## config.mk

```make
export PLATFORM = sky130hd
export DESIGN_NAME = triLenTop
export DESIGN_NICKNAME = d
export VERILOG_FILES = /design/src/rtl/triLenPkg.sv /design/src/rtl/triLenCtrl.sv /design/src/rtl/triLenData.sv /design/src/rtl/triLenTop.sv
export SDC_FILE = /design/constraint.sdc
export NUM_CORES = 1
export LEC_CHECK = 0
export CORE_ASPECT_RATIO = 1.2
export CORE_UTILIZATION = 32
export CTS_CLUSTER_SIZE = 20
export DETAILED_ROUTE_END_ITERATION = 16
export DONT_BUFFER_PORTS = 1
export PLACE_DENSITY = 0.54
export SYNTH_ARGS = -nofsm -noshare
export SYNTH_HDL_FRONTEND = slang
export SYNTH_SLANG_ARGS = --single-unit
```

## constraint.sdc

```tcl
create_clock -name clk -period 2.7 [get_ports clk]
set_input_delay 0.135 -clock clk [delete_from_list [all_inputs] [get_ports clk]]
set_output_delay 0.135 -clock clk [all_outputs]
set_load 0.005 [all_outputs]
```

## src/rtl/triLenPkg.sv

```systemverilog
package triLenPkg;
  localparam int TIMER_W = 11;
  localparam int LIN_W   = 7;
  localparam int LEN_W   = 8;
  localparam int DATA_W  = 8;
  localparam int TBL_N   = 32;
  localparam int IDX_W   = $clog2(TBL_N);
  localparam int HI_W    = TIMER_W - DATA_W;

  typedef enum logic [1:0] {
    OFS_CTRL  = 2'd0,
    OFS_NONE  = 2'd1,
    OFS_TLOW  = 2'd2,
    OFS_THIGH = 2'd3
  } regOfs_e;

  typedef struct packed {
    logic wrCtrl;
    logic wrTimerLo;
    logic wrTimerHi;
    logic lenLoad;
    logic lenDec;
    logic lenClear;
    logic flagSet;
    logic flagClear;
  } triStrobes_t;
endpackage

```

## src/rtl/triLenCtrl.sv

```systemverilog
module triLenCtrl
  import triLenPkg::*;
(
  input  logic        clk,
  input  logic        rstN,
  input  logic        wrEn,
  input  logic [1:0]  wrAddr,
  input  logic        chanEnable,
  input  logic        lengthClock,
  input  logic        reloadTaken,
  input  logic        lenNonZero,
  input  logic        haltNow,
  output triStrobes_t strobes
);
  logic hitCtrl, hitLo, hitHi, raceBlock;

  always_comb begin
    hitCtrl   = wrEn && (regOfs_e'(wrAddr) == OFS_CTRL);
    hitLo     = wrEn && (regOfs_e'(wrAddr) == OFS_TLOW);
    hitHi     = wrEn && (regOfs_e'(wrAddr) == OFS_THIGH);
    raceBlock = lengthClock && lenNonZero;

    strobes           = '0;
    strobes.wrCtrl    = hitCtrl;
    strobes.wrTimerLo = hitLo;
    strobes.wrTimerHi = hitHi;
    strobes.flagSet   = hitHi;
    strobes.flagClear = reloadTaken && !hitHi;
    strobes.lenClear  = !chanEnable;
    strobes.lenLoad   = chanEnable && hitHi && !raceBlock;
    strobes.lenDec    = chanEnable && !strobes.lenLoad && lengthClock
                        && !haltNow && lenNonZero;
  end

  // at most one length action per cycle
  a_r10_one_len_action: assert property (@(posedge clk) disable iff (!rstN)
    $onehot0({strobes.lenLoad, strobes.lenDec, strobes.lenClear}));
endmodule

```

## src/rtl/triLenData.sv

```systemverilog
module triLenData
  import triLenPkg::*;
#(
  parameter logic [LEN_W-1:0] LEN_TABLE [TBL_N] = '{default: '0}
) (
  input  logic               clk,
  input  logic               rstN,
  input  triStrobes_t        strobes,
  input  logic [DATA_W-1:0]  wrData,
  output logic [TIMER_W-1:0] timerReg,
  output logic [LIN_W-1:0]   linReg,
  output logic               haltReg,
  output logic               flagReg,
  output logic [LEN_W-1:0]   lenReg
);
  logic [IDX_W-1:0] tblIdx;
  assign tblIdx = wrData[DATA_W-1 -: IDX_W];

  always_ff @(posedge clk or negedge rstN) begin
    if (!rstN) begin
      haltReg <= 1'b0;
      linReg  <= '0;
    end else if (strobes.wrCtrl) begin
      haltReg <= wrData[DATA_W-1];
      linReg  <= wrData[LIN_W-1:0];
    end
  end

  always_ff @(posedge clk or negedge rstN) begin
    if (!rstN) begin
      timerReg <= '0;
    end else begin
      if (strobes.wrTimerLo) timerReg[DATA_W-1:0]       <= wrData;
      if (strobes.wrTimerHi) timerReg[TIMER_W-1:DATA_W] <= wrData[HI_W-1:0];
    end
  end

  always_ff @(posedge clk or negedge rstN) begin
    if (!rstN)                  flagReg <= 1'b0;
    else if (strobes.flagSet)   flagReg <= 1'b1;
    else if (strobes.flagClear) flagReg <= 1'b0;
  end

  always_ff @(posedge clk or negedge rstN) begin
    if (!rstN)                 lenReg <= '0;
    else if (strobes.lenClear) lenReg <= '0;
    else if (strobes.lenLoad)  lenReg <= LEN_TABLE[tblIdx];
    else if (strobes.lenDec)   lenReg <= lenReg - 1'b1;
  end

  // control write lands in halt and reload value
  a_r2_ctrl_write: assert property (@(posedge clk) disable iff (!rstN)
    strobes.wrCtrl |=> (haltReg == $past(wrData[DATA_W-1]))
                       && (linReg == $past(wrData[LIN_W-1:0])));
  // high-timer write keeps low byte
  a_r4_keep_low: assert property (@(posedge clk) disable iff (!rstN)
    (strobes.wrTimerHi && !strobes.wrTimerLo) |=>
      timerReg[DATA_W-1:0] == $past(timerReg[DATA_W-1:0]));
endmodule

```

## src/rtl/triLenTop.sv

```systemverilog
module triLenTop
  import triLenPkg::*;
#(
  parameter logic [LEN_W-1:0] LEN_TABLE [TBL_N] = '{
    8'd10, 8'd254, 8'd20, 8'd2,  8'd40,  8'd4,  8'd80, 8'd6,
    8'd160, 8'd8,  8'd60, 8'd10, 8'd14,  8'd12, 8'd26, 8'd14,
    8'd12, 8'd16,  8'd24, 8'd18, 8'd48,  8'd20, 8'd96, 8'd22,
    8'd192, 8'd24, 8'd72, 8'd26, 8'd16,  8'd28, 8'd32, 8'd30}
) (
  input  logic               clk,
  input  logic               rstN,
  input  logic               wrEn,
  input  logic [1:0]         wrAddr,
  input  logic [DATA_W-1:0]  wrData,
  input  logic               chanEnable,
  input  logic               lengthClock,
  input  logic               reloadTaken,
  output logic [TIMER_W-1:0] timerPeriod,
  output logic [LIN_W-1:0]   linearReload,
  output logic               haltFlag,
  output logic               linearReloadFlag,
  output logic [LEN_W-1:0]   lengthValue,
  output logic               chanActive
);
  triStrobes_t strobes;
  logic lenNonZero;

  assign lenNonZero = |lengthValue;
  assign chanActive = lenNonZero;

  triLenCtrl u_ctrl (
    .clk(clk), .rstN(rstN), .wrEn(wrEn), .wrAddr(wrAddr),
    .chanEnable(chanEnable), .lengthClock(lengthClock),
    .reloadTaken(reloadTaken), .lenNonZero(lenNonZero),
    .haltNow(haltFlag), .strobes(strobes)
  );

  triLenData #(.LEN_TABLE(LEN_TABLE)) u_data (
    .clk(clk), .rstN(rstN), .strobes(strobes), .wrData(wrData),
    .timerReg(timerPeriod), .linReg(linearReload), .haltReg(haltFlag),
    .flagReg(linearReloadFlag), .lenReg(lengthValue)
  );

  a_r9_disable_clears: assert property (@(posedge clk) disable iff (!rstN)
    !chanEnable |=> lengthValue == '0);

  a_r7_race_no_reload: assert property (@(posedge clk) disable iff (!rstN)
    (chanEnable && wrEn && wrAddr == 2'd3 && lengthClock && lengthValue != '0)
      |=> lengthValue <= $past(lengthValue));

  a_r10_decrement: assert property (@(posedge clk) disable iff (!rstN)
    (chanEnable && lengthClock && !haltFlag && lengthValue != '0
      && !(wrEn && wrAddr == 2'd3))
      |=> lengthValue == $past(lengthValue) - 1'b1);

  a_r8_flag_set: assert property (@(posedge clk) disable iff (!rstN)
    (wrEn && wrAddr == 2'd3) |=> linearReloadFlag);

  a_r3_keep_high: assert property (@(posedge clk) disable iff (!rstN)
    (wrEn && wrAddr == 2'd2) |=>
      timerPeriod[TIMER_W-1:DATA_W] == $past(timerPeriod[TIMER_W-1:DATA_W]));
endmodule

```

* Word level (Yosys, flattened, before mapping)
Memory sizes are Yosys's and may differ from the RTL's.
Index checks and enable logic that the tools add are counted.
** Operators by class
- $add $sub $neg :: 1
- $lt $le $gt $ge :: 1
- Equal/unequal tests :: 3
- Mux-type cells :: 7
- Bitwise gates (word level) :: 1
- Reductions and logical operators :: 18
** Operator list (count)
- $mux W8 :: 5
- $logic_and A1 B1 Y1 :: 11
- $reduce_or A8 Y1 :: 1
- $sub A8 B1 Y8 const B :: 1
- $ge A6 B6 Y1 const B :: 1
- $not A5 Y6 :: 1
- $eq A2 B2 Y1 const B :: 2
- $logic_not A1 Y1 :: 4
- $ne A3 B1 Y1 const B :: 1
- $logic_not A2 Y1 :: 1
- $mux W1 :: 2
- $reduce_bool A2 Y1 :: 1
** Storage, ports and cells
- Flip-flop bits (word level) :: 28
- Memory bits (read-only) :: 256
- Input port bits :: 16
- Output and inout port bits :: 29
- Memories kept :: 1
** Memories
- (name not given) :: words 32, width 8, read ports 1, clocked after Yosys merged registers in 0, wr ports 0, line triLenData.sv:47 : else if (strobes.lenLoad) lenReg <= LEN_TABLE[tblIdx];

* Depth between registers and ports, before layout
- Depth after elaboration :: 12
- Gate-level depth with buffers :: 8
- Mapped depth without buffers :: 7

* Hierarchy
A second synthesis with hierarchy kept.
** Unflattened totals
- Cell total of the unflattened synthesis :: 153
- Area, all modules :: 1682.9 µm²
** By module, submodules not included
- triLenData :: times used 1, cells each 137, area an instance 1585.3 µm²
- triLenCtrl :: times used 1, cells each 13, area an instance 81.3 µm²
- triLenTop :: times used 1, cells each 3, area an instance 16.3 µm²

* Worst setup path before layout
OpenSTA, ideal clock, no wires.
- Kind :: register to register
- Start :: reg u_data.lenReg[0]
- End :: reg u_data.lenReg[2]
- Setup time :: 0.124 ns
- Data arrival time :: 1.761 ns
- Required time :: 2.576 ns
- Path slack :: 0.815 ns
- Stages on the path, launching flop included :: 9
- Buffers on the path :: 1
- Clock period less this slack :: 1.885 ns
- Path through :: dfrtp_1 inv_1 ha_1 nor4b_4 nand2_2 a21o_1 buf_6 and3_4 o31a_1
** On the way
- Longest elaborated chain between the ends :: 10
- Elaborated cells between the ends (all ways) :: 14
** Ends and longest elaborated chain
- from (decl) :: line triLenData.sv:14 : output logic [LEN_W-1:0] lenReg
- from (signal assigned) :: line triLenData.sv:47
- from (signal assigned) :: line triLenData.sv:48 : else if (strobes.lenDec) lenReg <= lenReg - 1'b1;
- $reduce_or A8 Y1 (*) :: line triLenTop.sv:28 : assign lenNonZero = |lengthValue;
- named net chanActive :: line triLenTop.sv:23 : output logic chanActive
- $logic_and A1 B1 Y1 :: line triLenCtrl.sv:21 : raceBlock = lengthClock && lenNonZero;
- $logic_not A1 Y1 :: line triLenCtrl.sv:30 : strobes.lenLoad = chanEnable && hitHi && !raceBlock;
- $logic_and A1 B1 Y1 :: line triLenCtrl.sv:30
- $logic_not A1 Y1 :: line triLenCtrl.sv:31 : strobes.lenDec = chanEnable && !strobes.lenLoad && lengthClock
- $logic_and A1 B1 Y1 (2 in series) :: line triLenCtrl.sv:31
- $logic_and A1 B1 Y1 (2 in series) :: line triLenCtrl.sv:32 : && !haltNow && lenNonZero;
- $ne A3 B1 Y1 (no line)
The timed path passes the listed nets; every way through them passes the cells marked *. The select of a mux whose other input is x is not followed.
A chain may end at the register's enable or synchronous reset.

* Worst setup path in the final report
Same ends and word-level chain as after synthesis.

==> flow_summary.json <==
{
  "vias_per_cell": 5.63,
  "cts_num_sinks": 28,
  "relSlewSlack_pct": 55.4,
  "via_count": 1340,
  "worst_slack_ns": 0.634,
  "synth-seq-cells": 28,
  "min_path_type": "in2reg",
  "drc": 0,
  "met3_wirelength_um": 227,
  "cp.required_ns": 2.88,
  "post-route-period-util_pct": 76.5,
  "critPathMaxFanout": 9,
  "fin_tns_setup_ns": 0,
  "drive_gt1_share_pct": 15.7,
  "place_area_um2": 1710,
  "numCtsBuffers": 3,
  "max_freq_mhz": 484,
  "cp-start-kind": "flop",
  "ys_types": 49,
  "clkLatencyLatePin_ns": 0.28,
  "dr.pass1.iters": 4,
  "port_buffers": 0,
  "initial_core_util_pct": 33.6,
  "cts.htree.levels": 1,
  "place_congestion": 0.877,
  "crit_path_cell_trace": "inv_1 -> ha_1 -> nor4b_4 -> nand2_2 -> a21o_1 -> and3_4 -> o31a_1",
  "cts_hold_buf": 9,
  "drv_cap": 0,
  "reg2reg_to": "u_data.lenReg[2]$_DFFE_PN0P_",
  "cp.arrival_ns": 2.24,
  "design.die.area_um2": 5550,
  "slew_viol_final": 0,
  "grt_max_degree": 29,
  "routedLengthMet1_um": 1690,
  "io_pins": 45,
  "synth_area_per_cell_um2": 9.96,
  "irDropWorstVdd_uv": 328,
  "cts_tree": "yes",
  "synth_edf_count": 0,
  "postLayoutCoreUtil_pct": 38.3,
  "rows": 28,
  "wirelength_um": 4190,
  "ys_seq_area_share_pct": 41.6,
  "fillCellCount": 499,
  "antenna_left": 0,
  "place_ws_ns": 0.631,
  "multiInputGateArea_um2": 896,
  "antenna_cells": 0,
  "hold_violations": 0,
  "grt_overflow": 0,
  "grt_usage_pct": 15.2,
  "critPathKind": "reg2reg",
  "dr.max_layer_used": "met4",
  "cp_slowest_stage_delay_ns": 0.43,
  "cts-root-buf": "clkbuf_8",
  "hold_path.startpoint": "wrData[0]",
  "cts_max_path_buffers": 2,
  "wl_met2_um": 2200,
  "clk_pin_slew_worst_paths_ns": 0.10,
  "setup_viol": 0,
  "seqCellArea_um2": 701,
  "route.detailed.wl_per_inst_um": 17.6,
  "rsz0062_at_grt": "no",
  "ys.flop_type": "dfrtp_1",
  "die_h_um": 81.4,
  "period_needed_ns": 2.07,
  "critical-path-slowest-cell": "dfrtp_1",
  "worst_slew_pin_slew_ns": 0.666,
  "cp-endpoint": "u_data.lenReg[2]$_DFFE_PN0P_",
  "status": "finished clean",
  "finish.instance_area_um2": 1920,
  "areaGrowthSynthToFinish_pct": 14.1,
  "syn_inst": 169,
  "endpoint_kind": "flop",
  "r2r_start": "u_data.lenReg[0]$_DFFE_PN0P_",
  "synth_area_um2": 1680,
  "async_flop_share_pct": 100,
  "cts_resized": 0,
  "grt_pass1_vias": 1307,
  "p_leak_nw": 0.823,
  "place_hpwl_um": 3000,
  "startpoint": "u_data.lenReg[0]$_DFFE_PN0P_",
  "finClkSkew_ns": 0.00378,
  "fin_nets": 203,
  "power.density_nw_per_um2": 855,
  "reg2reg_depth": 7,
  "drt_iter0_drc": 25,
  "regToRegSetupSlack_ns": 0.63,
  "die_w_um": 68.2,
  "grt_pass1_wl_um": 6230,
  "yosysWarnings": 0,
  "core-area_um2": 5010,
  "post_cts_buffers": 0,
  "synth_fp_nets": 193,
  "antenna_found_initial": 0
}
[how the worst min path moves through the flow]
stage	end	slack [ns]	cells past startpoint
after floorplan	u_data.flagReg$_DFFE_PN0P_	-0.16	0
after global placement	u_data.lenReg[7]$_DFFE_PN0P_	-0.16	0
after detailed placement	u_data.lenReg[7]$_DFFE_PN0P_	-0.16	0
after CTS	u_data.linReg[5]$_DFFE_PN0P_	0.001	1
after global routing	u_data.linReg[0]$_DFFE_PN0P_	0.004	1
final	u_data.timerReg[8]$_DFFE_PN0N_	0.008	1
[critical path, delay by kind of cell (launching register included)]
kind	cells	cell delay, ns
AOI/OAI and AO/OA	2	0.57
adders and majority gates	1	0.22
buffers and inverters	1	0.12
DFF	1	0.43
and+or+nand+nor	3	0.63
[registers in the layout, indices dropped and copies added (netlist names)]
name and flops:
u_data.timerReg 11, u_data.haltReg 1, u_data.lenReg 8, u_data.linReg 7, u_data.flagReg 1
[where the power goes]
part / switching, mW / total (mW) / internal (mW) / leakage (nW)
clock: 0.141 / 0.340 / 0.199 / 0.0357
sequential: 0.147 / 0.668 / 0.521 / 0.350
combinational: 0.331 / 0.635 / 0.304 / 0.438
total: 0.619 / 1.64 / 1.02 / 0.823
[cell usage after synthesis (2+ instances only)]
master,count,share of area (%)
dfrtp_1,28,42
clkbuf_1,5,1.1
a221oi_1,2,1.0
nand2b_1,2,0.74
a211oi_1,2,0.89
inv_1,10,2.2
o21ai_0,11,3.3
a31oi_1,2,0.74
a21oi_1,12,3.6
nor3_1,4,1.2
xor2_1,2,1.0
a21o_1,2,0.89
nand2_1,16,3.6
buf_6,2,1.3
o22ai_1,2,0.74
ha_1,8,5.9
nand3_1,5,1.5
nor2_1,6,1.3
o211ai_1,2,0.89
nand3b_1,3,1.3
mux2_2,15,10
[placed cells by master (no fill, tap or decap), types with 2 or more instances in the layout]
master / n
a31oi_1: 2
o211ai_1: 2
xor2_1: 2
dfrtp_1: 28
o22ai_1: 2
a21oi_1: 12
o21ai_0: 11
inv_1: 10
nand2b_1: 2
dlygate4sd3_1: 12
nand2_1: 16
mux2_2: 15
a221oi_1: 2
nand3_1: 5
nand3b_1: 3
a211oi_1: 2
nor3_1: 4
a21o_1: 2
nor2_1: 6
ha_1: 8
clkbuf_8: 3
[metal layers]
layer	GRT usage, %	vias up
met1	17.6	667
met5	0	-
met2	27.0	41
li1	-	625
met4	5.21	0
met3	3.19	7
[metrics by stage]
step	instances	hold slack, ns	power (mW)
global placement	221	-0.160	1.26
detailed placement	221	-0.160	1.28
CTS	234	0.00126	1.65
finish	238	0.00819	1.64
global route	238	0.00358	1.74
floorplan	169	-0.161	1.18
[logic make-up after synthesis]
logic type / Yosys count / share of synthesized area (%)
AND/OR/NAND/NOR: 52 / 18.6
adder cells (fa/ha/maj): 8 / 5.95
multiplexers: 15 / 10.0
AO/OA/AOI/OAI: 45 / 17.1
XOR/XNOR: 3 / 1.56
buffers and inverters: 18 / 5.13
flip-flops: 28 / 41.6
[cell type report]
class / instances / share of cell area, %
multi-input cells: 123 / 46.6
flip-flops and latches: 28 / 36.5
repair buffers: 13 / 7.30
well taps: 60 / 3.91
clock buffers: 3 / 2.15
inverters: 10 / 1.95
clock inverters: 1 / 1.56
No activity file was read; power rests on OpenSTA's default activity.
